==> src/rtl/refill_pkg.sv <==
package refill_pkg;
  typedef enum logic [1:0] {
    ST_IDLE = 2'd0,
    ST_FILL = 2'd1,
    ST_DONE = 2'd2
  } refill_state_e;

  typedef enum logic {
    MODE_LINEAR  = 1'b0,
    MODE_WRAPPED = 1'b1
  } refill_mode_e;
endpackage

==> src/rtl/refill_order.sv <==
// Maps the k-th step of a refill to a word offset within the line.
module refill_order #(
  parameter int WORDS = 8,
  localparam int OFF_W = $clog2(WORDS)
) (
  input  refill_pkg::refill_mode_e mode_i,
  input  logic [OFF_W-1:0]         crit_i,
  input  logic [OFF_W-1:0]         step_i,
  output logic [OFF_W-1:0]         idx_o
);
  import refill_pkg::*;

  logic [OFF_W-1:0] wrapped;

  // WORDS is a power of two: truncation gives the modulo
  assign wrapped = OFF_W'(crit_i + step_i);
  assign idx_o   = (mode_i == MODE_WRAPPED) ? wrapped : step_i;
endmodule

==> src/rtl/refill_fill_mask.sv <==
module refill_fill_mask #(
  parameter int WORDS = 8
) (
  input  logic             clk_i,
  input  logic             rst_ni,
  input  logic             clear_i,
  input  logic [WORDS-1:0] set_i,
  output logic [WORDS-1:0] mask_o,
  output logic             full_next_o
);
  logic [WORDS-1:0] mask_q;

  always_ff @(posedge clk_i or negedge rst_ni) begin
    if (!rst_ni)      mask_q <= '0;
    else if (clear_i) mask_q <= '0;
    else              mask_q <= mask_q | set_i;
  end

  assign mask_o      = mask_q;
  assign full_next_o = &(mask_q | set_i);
endmodule

==> src/rtl/refill_strobe_dec.sv <==
module refill_strobe_dec #(
  parameter int WORDS = 8,
  localparam int OFF_W = $clog2(WORDS)
) (
  input  logic             en_i,
  input  logic [OFF_W-1:0] idx_i,
  output logic [WORDS-1:0] we_o
);
  for (genvar w = 0; w < WORDS; w++) begin : g_we
    assign we_o[w] = en_i && (idx_i == OFF_W'(w));
  end
endmodule

==> src/rtl/line_refill_engine.sv <==
module line_refill_engine #(
  parameter int ADDR_W = 32,
  parameter int DATA_W = 32,
  parameter int WORDS  = 8,
  localparam int OFF_W  = $clog2(WORDS),
  localparam int BASE_W = ADDR_W - OFF_W
) (
  input  logic              clk_i,
  input  logic              rst_ni,
  input  logic              miss_valid_i,
  input  logic [ADDR_W-1:0] miss_addr_i,
  input  logic              mode_i,
  output logic              miss_ready_o,
  output logic              mem_req_o,
  output logic [ADDR_W-1:0] mem_addr_o,
  input  logic              mem_gnt_i,
  input  logic              mem_rvalid_i,
  input  logic [DATA_W-1:0] mem_rdata_i,
  output logic [WORDS-1:0]  lb_we_o,
  output logic [DATA_W-1:0] lb_wdata_o,
  output logic              cpu_valid_o,
  output logic [DATA_W-1:0] cpu_data_o,
  output logic              line_done_o
);
  import refill_pkg::*;

  refill_state_e    state_q, state_d;
  refill_mode_e     mode_q;
  logic [BASE_W-1:0] base_q;
  logic [OFF_W-1:0]  crit_q;
  logic [OFF_W:0]    req_cnt_q;
  logic [OFF_W-1:0]  rsp_cnt_q;
  logic              out_q;

  logic              accept;
  logic              req_fire;
  logic              rsp_fire;
  logic [OFF_W-1:0]  req_idx;
  logic [OFF_W-1:0]  rsp_idx;
  logic [WORDS-1:0]  fill_mask;
  logic              full_next;

  assign accept   = miss_valid_i && (state_q == ST_IDLE);
  assign mem_req_o = (state_q == ST_FILL) && !out_q && !req_cnt_q[OFF_W];
  assign req_fire = mem_req_o && mem_gnt_i;
  assign rsp_fire = (state_q == ST_FILL) && out_q && mem_rvalid_i;

  refill_order #(.WORDS(WORDS)) u_req_order (
    .mode_i (mode_q),
    .crit_i (crit_q),
    .step_i (req_cnt_q[OFF_W-1:0]),
    .idx_o  (req_idx)
  );

  // responses come back in request order, so the same mapping applies
  refill_order #(.WORDS(WORDS)) u_rsp_order (
    .mode_i (mode_q),
    .crit_i (crit_q),
    .step_i (rsp_cnt_q),
    .idx_o  (rsp_idx)
  );

  refill_strobe_dec #(.WORDS(WORDS)) u_we_dec (
    .en_i  (rsp_fire),
    .idx_i (rsp_idx),
    .we_o  (lb_we_o)
  );

  refill_fill_mask #(.WORDS(WORDS)) u_fill (
    .clk_i       (clk_i),
    .rst_ni      (rst_ni),
    .clear_i     (accept),
    .set_i       (lb_we_o),
    .mask_o      (fill_mask),
    .full_next_o (full_next)
  );

  always_comb begin
    state_d = state_q;
    unique case (state_q)
      ST_IDLE: if (miss_valid_i) state_d = ST_FILL;
      ST_FILL: if (rsp_fire && full_next) state_d = ST_DONE;
      ST_DONE: state_d = ST_IDLE;
      default: state_d = ST_IDLE;
    endcase
  end

  always_ff @(posedge clk_i or negedge rst_ni) begin
    if (!rst_ni) begin
      state_q   <= ST_IDLE;
      mode_q    <= MODE_LINEAR;
      base_q    <= '0;
      crit_q    <= '0;
      req_cnt_q <= '0;
      rsp_cnt_q <= '0;
      out_q     <= 1'b0;
    end else begin
      state_q <= state_d;
      if (accept) begin
        mode_q    <= refill_mode_e'(mode_i);
        base_q    <= miss_addr_i[ADDR_W-1:OFF_W];
        crit_q    <= miss_addr_i[OFF_W-1:0];
        req_cnt_q <= '0;
        rsp_cnt_q <= '0;
        out_q     <= 1'b0;
      end else begin
        if (req_fire) begin
          req_cnt_q <= req_cnt_q + 1'b1;
          out_q     <= 1'b1;
        end
        if (rsp_fire) begin
          rsp_cnt_q <= rsp_cnt_q + 1'b1;
          out_q     <= 1'b0;
        end
      end
    end
  end

  assign miss_ready_o = (state_q == ST_IDLE);
  assign mem_addr_o   = {base_q, req_idx};
  assign lb_wdata_o   = mem_rdata_i;
  assign cpu_valid_o  = rsp_fire && (rsp_idx == crit_q);
  assign cpu_data_o   = mem_rdata_i;
  assign line_done_o  = (state_q == ST_DONE) && (&fill_mask);
endmodule

==> config.mk <==
export PLATFORM = sky130hd
export DESIGN_NAME = line_refill_engine
export DESIGN_NICKNAME = d
export VERILOG_FILES = /design/src/rtl/refill_pkg.sv /design/src/rtl/refill_order.sv /design/src/rtl/refill_fill_mask.sv /design/src/rtl/refill_strobe_dec.sv /design/src/rtl/line_refill_engine.sv
export SDC_FILE = /design/constraint.sdc
export NUM_CORES = 1
export LEC_CHECK = 0
export CORE_ASPECT_RATIO = 0.5
export CORE_MARGIN = 2
export CORE_UTILIZATION = 34
export DETAILED_ROUTE_END_ITERATION = 8
export PLACE_DENSITY = 0.86
export SLEW_MARGIN = 40
export SYNTH_ARGS = -nofsm -noshare
export SYNTH_HDL_FRONTEND = slang
export SYNTH_SLANG_ARGS = --single-unit
==> constraint.sdc <==
create_clock -name clk_i -period 2.7 [get_ports clk_i]
set_clock_uncertainty 0.05 [all_clocks]
set_input_delay 0.54 -clock clk_i [delete_from_list [all_inputs] [get_ports clk_i]]
set_output_delay 0.54 -clock clk_i [all_outputs]
set_load 0.01 [all_outputs]
==> summary.txt, run 1 <==
Sw power - 1.807 mW
Setup-failing EPs final - 11
# IOs - 178
Synth Register Bits - 51
Power density over the cells - 1182 nW/um2
Sequential cell area - 1276 um2
DRT iter0 DRCs - 135
Starting density of the core - 0.3594
Initial antenna violation count - 0
Hold WC Path Type - primary input to async pin
CP Class - register to output pin
Largest net degree at the start of global routing - 33
GRT Total Usage - 0.1519
Gate Count Post-Synth - 350
WL per Instance - 14.19 um
H-tree levels - 2
CP Data Required Time - 2.11 ns
Max-slew headroom - 0.5272
WHS - 0.2603 ns
Synth Warn # - 0
DIE HEIGHT - 69.84 um
Share of the synthesized area in the top cell type - 0.4329
CTS max path bufs - 2
Status - finished with violations
Clock Power Share - 0.149
Pwr Total - 4.635 mW
Sequential area share after synthesis - 0.4329
Commonest non-fill, non-tap cells in the layout - 112 x nand2_1, 69 x clkdlybuf4s50_1, 51 x dfrtp_1, 29 x buf_4, 26 x nor2_1
Pre-Repair DR Iteration Count - 4
Arr. time, crit path - 2.32 ns
Worst slew pin tran - 0.7092 ns
Vias in the first global route - 2482
Pre-CTS setup slack - -0.3684 ns
Nets@finish - 469
Die X - 135.7 um
Vias per cell - 4.697
Antenna-violating nets left - 0
# rows - 23
Vias - 2372
Count of cell types in the netlist - 39
Multi-input gate area - 1254 um2
DIE AREA - 9476 um2
CP endpoint kind - output pin
Area contributors post-synth - dfrtp_1 43%, buf_4 16%, nand2_1 14%
N_diodes - 0
Clock sink count - 51
Layout area overhead - 32.98%
Clk_lat worst skew - 0.28 ns
Fmax - 0.3435 GHz
Comb pwr share - 0.554
Synth Area per Inst - 8.422 um2
RSZ-0062 raised after global routing - true
Slew Limit Fails - 0
Final wirelength - 7168 um
Syn Nets - 426
Register share of total power - 0.297
CTS tree - built
Clock transition at path regs - 0.06 ns
Placeable Area - 8202 um2
Max-Cap Viols - 0
Final worst slack - -0.2109 ns
Post-route minimum period - 2.911 ns
Leakage - 1.823 nW
Global-route wire length before repair - 11620 um
Final RePlAce weighted congestion - 0.8965
Synthesized area - 2948 um2
Area leader, netlist - dfrtp_1
Pint - 2.828 mW
Final hold vios - 0
Sw Ratio - 0.3899
IO Port Bufs - 81
Num CTS Buffers - 5
Failing checks - negative setup slack
Layout cells sized above 1 - 0.2010
Crit share post-route - 1.078
Root buffer cell - clkbuf_16
HPWL after DPL - 4967 um
Fill cell count - 710
Crit Path Max Fanout - 5
Post-route DRC violation count - 0
Max IR drop VDD - 0.3879 mV
Startpoint Class - register
Aggregate global routing overflow - 0
Commonest non-fill, non-tap cell in the layout - nand2_1
Setup TNS - -1.468 ns
power by group through the flow:
stage	combinational [mW]	clock, mW	sequential (mW)
after global placement	2.10	0	1.35
after global routing	2.78	0.754	1.42
after CTS	2.36	0.709	1.37
after floorplan	1.16	0	1.39
final	2.57	0.690	1.38
after detailed placement	2.18	0	1.37
state kept, by name, indices dropped and copies added (netlist names):
register,flops
mode_q,1
rsp_cnt_q,3
crit_q,3
u_fill.mask_o,8
req_cnt_q,4
base_q,29
state_q,2
out_q,1
synth_stat cells (all sizes together):
library cell,count
and3,1
a41oi,1
o311a,1
a31oi,5
nor3,7
a211oi,1
a21oi,3
nand4b,3
fa,2
or4,1
and2,3
dfrtp,51
nand4,3
or2,1
inv,9
a221oi,2
ha,4
o21ai,6
buf,66
xor2,4
and2b,1
nor4,2
and4b,1
mux2i,2
nor2b,2
nand2,112
clkbuf,12
xnor2,6
nor4b,1
nor2,31
mux2,3
a21boi,1
nand2b,2
kinds of logic (layout without fill, tap and decap cells):
| kind of cell | after synthesis | after routing | synth area share |
|---|---|---|---|
| AO/OA/AOI/OAI | 20 | 20 | 0.04329 |
| XOR/XNOR | 10 | 10 | 0.02971 |
| adder cells (fa/ha/maj) | 6 | 6 | 0.03056 |
| buffers and inverters | 87 | 130 | 0.1952 |
| flip-flops | 51 | 51 | 0.4329 |
| multiplexers | 5 | 5 | 0.01952 |
| AND/OR/NAND/NOR | 171 | 171 | 0.2487 |
final cells by class:
type / instances / share of cell area
Tap cell: 112 / 0.03575
Inverter: 9 / 0.008618
Clock inverter: 1 / 0.007660
Sequential cell: 51 / 0.3256
Multi-Input combinational cell: 212 / 0.3198
Clock buffer: 6 / 0.03288
Timing Repair Buffer: 114 / 0.2697
through the flow:
stage               utilization  instance area [um2]  std cells
floorplan                     -                 2948        350
global placement         0.4351                 3568        492
detailed placement       0.4351                 3568        492
CTS                      0.4667                 3827        504
global route             0.4780                 3920        505
finish                   0.4780                 3920        505
worst max-delay path, cell delays in order (launching register included):
cell	delay, ns
dfrtp_1	0.38
ha_2	0.19
inv_2	0.06
fa_2	0.47
buf_6	0.16
a31oi_1	0.22
o21ai_2	0.10
buf_4	0.17
and2b_1	0.17
buf_2	0.14
path summary, 6_finish.rpt:
| path | start | slack [ns] | depth (start not counted) | endpoint |
|---|---|---|---|---|
| min in group clk_i | base_q[2]$_DFFE_PN0P_ | 0.43 | 2 | base_q[2]$_DFFE_PN0P_ |
| min reg2reg | base_q[2]$_DFFE_PN0P_ | 0.43 | 2 | base_q[2]$_DFFE_PN0P_ |
| min | rst_ni | 0.26 | 1 | base_q[21]$_DFFE_PN0P_ |
| max in group asynchronous | rst_ni | 1.68 | 2 | base_q[20]$_DFFE_PN0P_ |
| max | crit_q[0]$_DFFE_PN0P_ | -0.21 | 9 | lb_we_o[0] |
| max reg2reg | rsp_cnt_q[0]$_DFFE_PN0N_ | -0.11 | 12 | state_q[1]$_DFFE_PN0P_ |
metal layers:
| layer | up-vias | routed length (um) | GRT usage |
|---|---|---|---|
| met2 | 80 | 3778 | 0.2694 |
| met1 | 1135 | 2888 | 0.1781 |
| li1 | 1136 | - | - |
| met4 | 0 | 184 | 0.06944 |
| met3 | 21 | 316 | 0.02924 |
| met5 | - | 0 | 0 |
repair_timing:
item / in CTS / in global routing
resized for setup: 64 / 19
hold buffers: 0 / 0
setup buffers: 5 / 2
pin swaps: 11 / 6
hold endpoints to repair: 0 / 0
setup endpoints to repair: 12 / 12
(Power assumes the default switching activity.)
==> inputs of run 2 (changes only) <==
--- a/config.mk
+++ b/config.mk
@@ -10,6 +10,7 @@
 export CORE_UTILIZATION = 34
 export DETAILED_ROUTE_END_ITERATION = 8
 export PLACE_DENSITY = 0.86
+export SETUP_SLACK_MARGIN = 0.05
 export SLEW_MARGIN = 40
 export SYNTH_ARGS = -nofsm -noshare
 export SYNTH_HDL_FRONTEND = slang
==> run 2 against run 1 <==
Net effect: the run still ends with negative setup slack left; via count grew 0.42%; non-clock buffer count increased by 1; fmax is 1.0% higher; clock power about the same; core utilization is 0.092 points lower; sequential share of layout area is 0.062 points higher; critical path type unchanged.
==> summary.txt, run 2 (synthesis gave the netlist of run 1 again) <==
Status - finished with violations
Failing checks - negative setup slack
Final hold vios - 0 (unchanged)
Initial antenna violation count - 0 (unchanged)
Sw power - 1.789 mW (-1.0%)
HPWL after DPL - 4967 um (unchanged)
Final worst slack - -0.1812 ns (+0.02970 ns)
IO Port Bufs - 81 (unchanged)
Power density over the cells - 1176 nW/um2 (-0.57%)
CTS tree - built
H-tree levels - 2 (unchanged)
Hold-fix buffers at CTS - 0 (unchanged)
Crit share post-route - 1.067 (-0.01100)
Placeable Area - 8202 um2 (unchanged)
Vias - 2382 (+0.42%)
Vias in the first global route - 2480 (-0.081%)
# rows - 23 (unchanged)
Arr. time, crit path - 2.29 ns (-0.03 ns)
RSZ-0062 raised after global routing - true
CP endpoint kind - output pin
Hold WC Path Type - primary input to async pin
Antenna-violating nets left - 0 (unchanged)
Die X - 135.7 um (unchanged)
Aggregate global routing overflow - 0 (unchanged)
Startpoint Class - register
Critical Path Start - rsp_cnt_q[0]$_DFFE_PN0N_
Clock Power Share - 0.151 (+0.002)
Clock sink count - 51 (unchanged)
Vias per cell - 4.708 (+0.22%)
Clk_lat worst skew - 0.28 ns (about the same)
Worst slew pin tran - 0.7057 ns (-0.003449 ns)
CTS max path bufs - 2 (unchanged)
Pre-Repair DR Iteration Count - 4 (unchanged)
Worst R2R Start - rsp_cnt_q[0]$_DFFE_PN0N_
Slew Limit Fails - 0 (unchanged)
Worst r2r path cells - 12 (unchanged)
GRT Total Usage - 0.1519 (unchanged)
Pint - 2.811 mW (-0.60%)
Crit Path Max Fanout - 4 (-1)
CP Class - register to output pin
Global-route wire length before repair - 11620 um (unchanged)
Root buffer cell - clkbuf_16
Reg with most FFs - base_q
Max-Cap Viols - 0 (unchanged)
Comb pwr share - 0.550 (-0.004)
R2R Setup Slk - -0.03 ns (+0.08 ns)
DIE HEIGHT - 69.84 um (unchanged)
Num CTS Buffers - 5 (unchanged)
# IOs - 178 (unchanged)
Layout cells sized above 1 - 0.2030 (+0.002028)
Starting density of the core - 0.3594 (unchanged)
Fmax - 0.3471 GHz (+1.0%)
Max-slew headroom - 0.5295 (+0.002299)
Register share of total power - 0.299 (+0.002)
Sw Ratio - 0.3889 (-0.0009563)
Pwr Total - 4.600 mW (-0.76%)
Setup-failing EPs final - 11 (unchanged)
Largest net degree at the start of global routing - 33 (unchanged)
Largest register FFs - 29 (unchanged)
Pre-CTS setup slack - -0.3684 ns (unchanged)
Leakage - 1.824 nW (about the same)
CP Data Required Time - 2.11 ns (about the same)
Final wirelength - 7112 um (-0.78%)
Max IR drop VDD - 0.3974 mV (+2.4%)
Reg-to-Reg End - state_q[0]$_DFFE_PN0P_
Nets@finish - 470 (+0.21%)
DIE AREA - 9476 um2 (unchanged)
DRT iter0 DRCs - 145 (+7.4%)
Final RePlAce weighted congestion - 0.8965 (unchanged)
Layout area overhead - 32.72%
Commonest non-fill, non-tap cell in the layout - nand2_1
Post-route DRC violation count - 0 (unchanged)
Commonest non-fill, non-tap cells in the layout - 112 x nand2_1, 69 x clkdlybuf4s50_1, 51 x dfrtp_1, 31 x buf_4, 26 x nor2_1
N_diodes - 0 (unchanged)
Post-route minimum period - 2.881 ns (-0.02970 ns)
WL per Instance - 14.06 um (-0.98%)
Clock transition at path regs - 0.06 ns (about the same)
==> run 2: per-layer routing <==
| layer | track usage | share of wire |
|---|---|---|
| met4 | 0.06944 | 0.022 |
| met5 | 0 | 0 |
| met2 | 0.2694 | 0.53 |
| met3 | 0.02924 | 0.041 |
| met1 | 0.1781 | 0.41 |
==> run 2: what timing repair did <==
action | CTS | global route
endpoints found under the setup margin | 12 | 13
gates resized for setup | 65 | 17
setup buffers | 5 | 2
pin swaps | 11 | 6
==> run 2: area by class of cell <==
type,count,area [um2]
Clock buffer,6,128.9
Inverter,9,33.78
Multi-Input combinational cell,212,1246
Timing Repair Buffer,115,1057
Sequential cell,51,1276
Clock inverter,1,30.03
Fill cell,709,4289
Tap cell,112,140.1
==> run 2: through the flow <==
step / setup TNS [ns] / hold slack [ns] / util / instances / area, um2
final: -1.141 / 0.2588 / 0.4770 / 506 / 3913
after global routing: -2.296 / 0.3204 / 0.4770 / 506 / 3913
after CTS: -0.6375 / 0.2918 / 0.4668 / 504 / 3829
after detailed placement: -2.899 / 0.4117 / 0.4351 / 492 / 3568
after global placement: -2.161 / 0.4071 / 0.4351 / 492 / 3568
after floorplan: 0 / 0.1944 / - / 350 / 2948
==> run 2: power by group through the flow <==
stage | logic, mW | registers (mW) | clock network (mW)
floorplan | 1.16 | 1.39 | 0
global placement | 2.10 | 1.35 | 0
detailed placement | 2.18 | 1.37 | 0
CTS | 2.36 | 1.37 | 0.709
global route | 2.74 | 1.42 | 0.754
finish | 2.53 | 1.38 | 0.692
==> run 2: worst max-delay path by stage <==
stage	endpoint	slack [ns]	depth (start not counted)
2_1_floorplan	cpu_valid_o	0.11	7
3_3_place_gp	lb_we_o[7]	-0.28	9
3_5_place_dp	lb_we_o[7]	-0.37	9
4_1_cts	lb_we_o[7]	-0.14	9
5_1_grt	lb_we_o[0]	-0.30	10
6_report	lb_we_o[0]	-0.18	10
==> run 2: worst max-delay path, cell delays in order (launching register included) <==
cell     delay (ns)
dfrtp_1        0.35
ha_2           0.17
inv_2          0.04
fa_2           0.41
xnor2_2        0.21
buf_4          0.16
nand4_1        0.12
o21ai_2        0.12
buf_4          0.14
and2b_1        0.15
buf_2          0.14
==> inputs of run 3 (changes only) <==
--- a/config.mk
+++ b/config.mk
@@ -7,9 +7,10 @@
 export LEC_CHECK = 0
 export CORE_ASPECT_RATIO = 0.5
 export CORE_MARGIN = 2
-export CORE_UTILIZATION = 34
+export CORE_UTILIZATION = 35
+export CTS_BUF_LIST = sky130_fd_sc_hd__clkbuf_8
 export DETAILED_ROUTE_END_ITERATION = 8
-export PLACE_DENSITY = 0.86
+export PLACE_DENSITY = 0.88
 export SETUP_SLACK_MARGIN = 0.05
 export SLEW_MARGIN = 40
 export SYNTH_ARGS = -nofsm -noshare
==> run 3 against run 2 <==
Net effect: the run still ends with negative setup slack left; core utilization increased by 0.11 points; via count fell by 1.6%; hold slack gained 0.025 ns; wire length is 3.0% lower; highest routed layer unchanged; sequential cell count unchanged; cell area down 1.2%; final cell count increased by 0.79%; register-to-register slack better by 0.05 ns; combinational power is essentially flat; non-clock buffer count increased by 3.
==> summary.txt, run 3 (synthesis gave the netlist of run 1 again) <==
Aggregate global routing overflow - 0 (unchanged)
Max-slew headroom - 0.5632 (+0.03369)
N_diodes - 0 (unchanged)
Max-Cap Viols - 0 (unchanged)
Pre-Repair DR Iteration Count - 4 (unchanged)
Hold-fix buffers at CTS - 0 (unchanged)
Pwr Total - 4.360 mW (-5.2%)
Clock sink count - 51 (unchanged)
CP peak stage delay - 0.41 ns (about the same)
Largest net degree at the start of global routing - 52 (+58%)
Final RePlAce weighted congestion - 0.9245 (+3.1%)
CP Data Required Time - 2.11 ns (about the same)
Crit Path Max Fanout - 4 (unchanged)
Power density over the cells - 1128 nW/um2 (-4.1%)
CTS tree - built
CP endpoint kind - output pin
Starting density of the core - 0.3645 (+0.005116)
Crit-path most repeated cell - buf_6
Startpoint Class - register
Final wirelength - 6900 um (-3.0%)
R2R Setup Slk - 0.02 ns (+0.05 ns)
Worst slew pin tran - 0.6552 ns (-0.05054 ns)
# IOs - 178 (unchanged)
WL per Instance - 13.53 um (-3.7%)
DRT iter0 DRCs - 151 (+4.1%)
H-tree levels - 2 (unchanged)
Root buffer cell - clkbuf_8
Placeable Area - 8087 um2 (-1.4%)
GRT Total Usage - 0.1545 (+0.002551)
Clock transition at path regs - 0.11 ns (+0.05 ns)
Failing checks - negative setup slack
Nets@finish - 473 (+0.64%)
Final core utilization - 0.4781 (+0.001066)
Post-route minimum period - 2.897 ns (+0.01547 ns)
Clk_lat worst skew - 0.32 ns (+0.04 ns)
Final Instance Area - 3866 um2 (-1.2%)
Dpl cells - 493 (+0.20%)
Commonest non-fill, non-tap cells in the layout - 112 x nand2_1, 69 x clkdlybuf4s50_1, 51 x dfrtp_1, 34 x buf_4, 27 x nor2_1
IO Port Bufs - 81 (unchanged)
Crit share post-route - 1.073 (+0.005729)
Reg-to-Reg End - state_q[0]$_DFFE_PN0P_
Layout cells sized above 1 - 0.2136 (+0.01052)
Vias per cell - 4.596 (-2.4%)
Setup-failing EPs final - 9 (-2)
Status - finished with violations
Antenna-violating nets left - 0 (unchanged)
Arr. time, crit path - 2.31 ns (+0.02 ns)
DIE HEIGHT - 68.90 um (-1.4%)
Global-route wire length before repair - 11070 um (-4.8%)
Post-route DRC violation count - 0 (unchanged)
Hold WC Path Type - primary input to async pin
Vias - 2344 (-1.6%)
DIE AREA - 9217 um2 (-2.7%)
WHS - 0.2843 ns (+0.02547 ns)
Worst path cell trace - ha_2, inv_2, fa_2, xor2_4, buf_6, a21oi_2, mux2_4, nor2_4, buf_6
Worst R2R Start - crit_q[0]$_DFFE_PN0P_
# rows - 23 (unchanged)
Commonest non-fill, non-tap cell in the layout - nand2_1
Worst r2r path cells - 10 (-2)
Layout area overhead - 31.15%
Fmax - 0.3452 GHz (-0.53%)
Largest register FFs - 29 (unchanged)
HPWL after DPL - 4812 um (-3.1%)
Final hold vios - 0 (unchanged)
Initial antenna violation count - 0 (unchanged)
Area after DPL - 3563 um2 (-0.14%)
Num CTS Buffers - 5 (unchanged)
Leakage - 1.812 nW (-0.67%)
Reg with most FFs - base_q
CTS max path bufs - 2 (unchanged)
Max IR drop VDD - 0.3625 mV (-8.8%)
Critical Path Start - crit_q[0]$_DFFE_PN0P_
Final worst slack - -0.1967 ns (-0.01547 ns)
CP Class - register to output pin
Vias in the first global route - 2350 (-5.2%)
CP max-delay cell - fa_2
Slew Limit Fails - 0 (unchanged)
Non-Filler Instances - 510 (+0.79%)
Die X - 133.8 um (-1.4%)
RSZ-0062 raised after global routing - true
Fill cell count - 702 (-0.99%)
-- run 3: cell count changes in the layout (fill, tap and decap cells not counted), moves of 2 or more --
cell	delta
a221oi_1	-2
a221oi_2	+2
buf_4	+3
clkbuf_16	-5
clkbuf_8	+6
-- run 3: timing repair --
action	in CTS	in global routing
buffers inserted	9	0
resized for setup	74	6
setup endpoints to repair	13	13
pin swaps	12	7
-- run 3: worst max-delay path by stage --
stage               cells past startpoint          end  slack (ns)
finish                                  9   lb_we_o[6]       -0.20
global route                            8   lb_we_o[5]       -0.28
CTS                                     9   lb_we_o[7]       -0.19
detailed placement                      9   lb_we_o[7]       -0.38
global placement                        9   lb_we_o[7]       -0.30
floorplan                               7  cpu_valid_o        0.11
-- run 3: stage by stage --
| stage | TNS, ns | worst slack [ns] |
|---|---|---|
| final | -1.242 | -0.1967 |
| after global routing | -2.269 | -0.2843 |
| after CTS | -1.286 | -0.1919 |
| after detailed placement | -2.710 | -0.3815 |
| after global placement | -2.280 | -0.3049 |
| after floorplan | 0 | 0.1125 |
-- run 3: cell type report --
| cell class | instances | area (um2) | share of cell area |
|---|---|---|---|
| Sequential cell | 51 | 1276 | 0.3301 |
| Timing Repair Buffer | 118 | 1069 | 0.2764 |
| Tap cell | 112 | 140.1 | 0.03625 |
| Multi-Input combinational cell | 212 | 1249 | 0.3230 |
| Inverter | 9 | 33.78 | 0.008738 |
| Clock buffer | 6 | 82.58 | 0.02136 |
| Clock inverter | 2 | 16.27 | 0.004207 |
-- run 3: routing by layer --
metal  part of all wire  GRT usage
met5                  0          0
met4              0.030    0.09309
met3              0.039    0.03070
met2               0.51     0.2737
met1               0.42     0.1805
-- run 3: report_power, final --
group | switching, mW | leakage (nW) | internal (mW)
Sequential | 0.289 | 0.650 | 1.09
Clock | 0.266 | 0.0474 | 0.210
Combinational | 1.22 | 1.11 | 1.29
Total | 1.77 | 1.81 | 2.59
-- run 3: worst max-delay path: cells and delay by family (launching register included) --
family / cells / cell delay, ns
buf+inv: 3 / 0.30
compound gates: 1 / 0.05
simple gates: 1 / 0.11
fa+ha+maj: 2 / 0.59
mux: 1 / 0.32
xor+xnor: 1 / 0.24
flops: 1 / 0.39
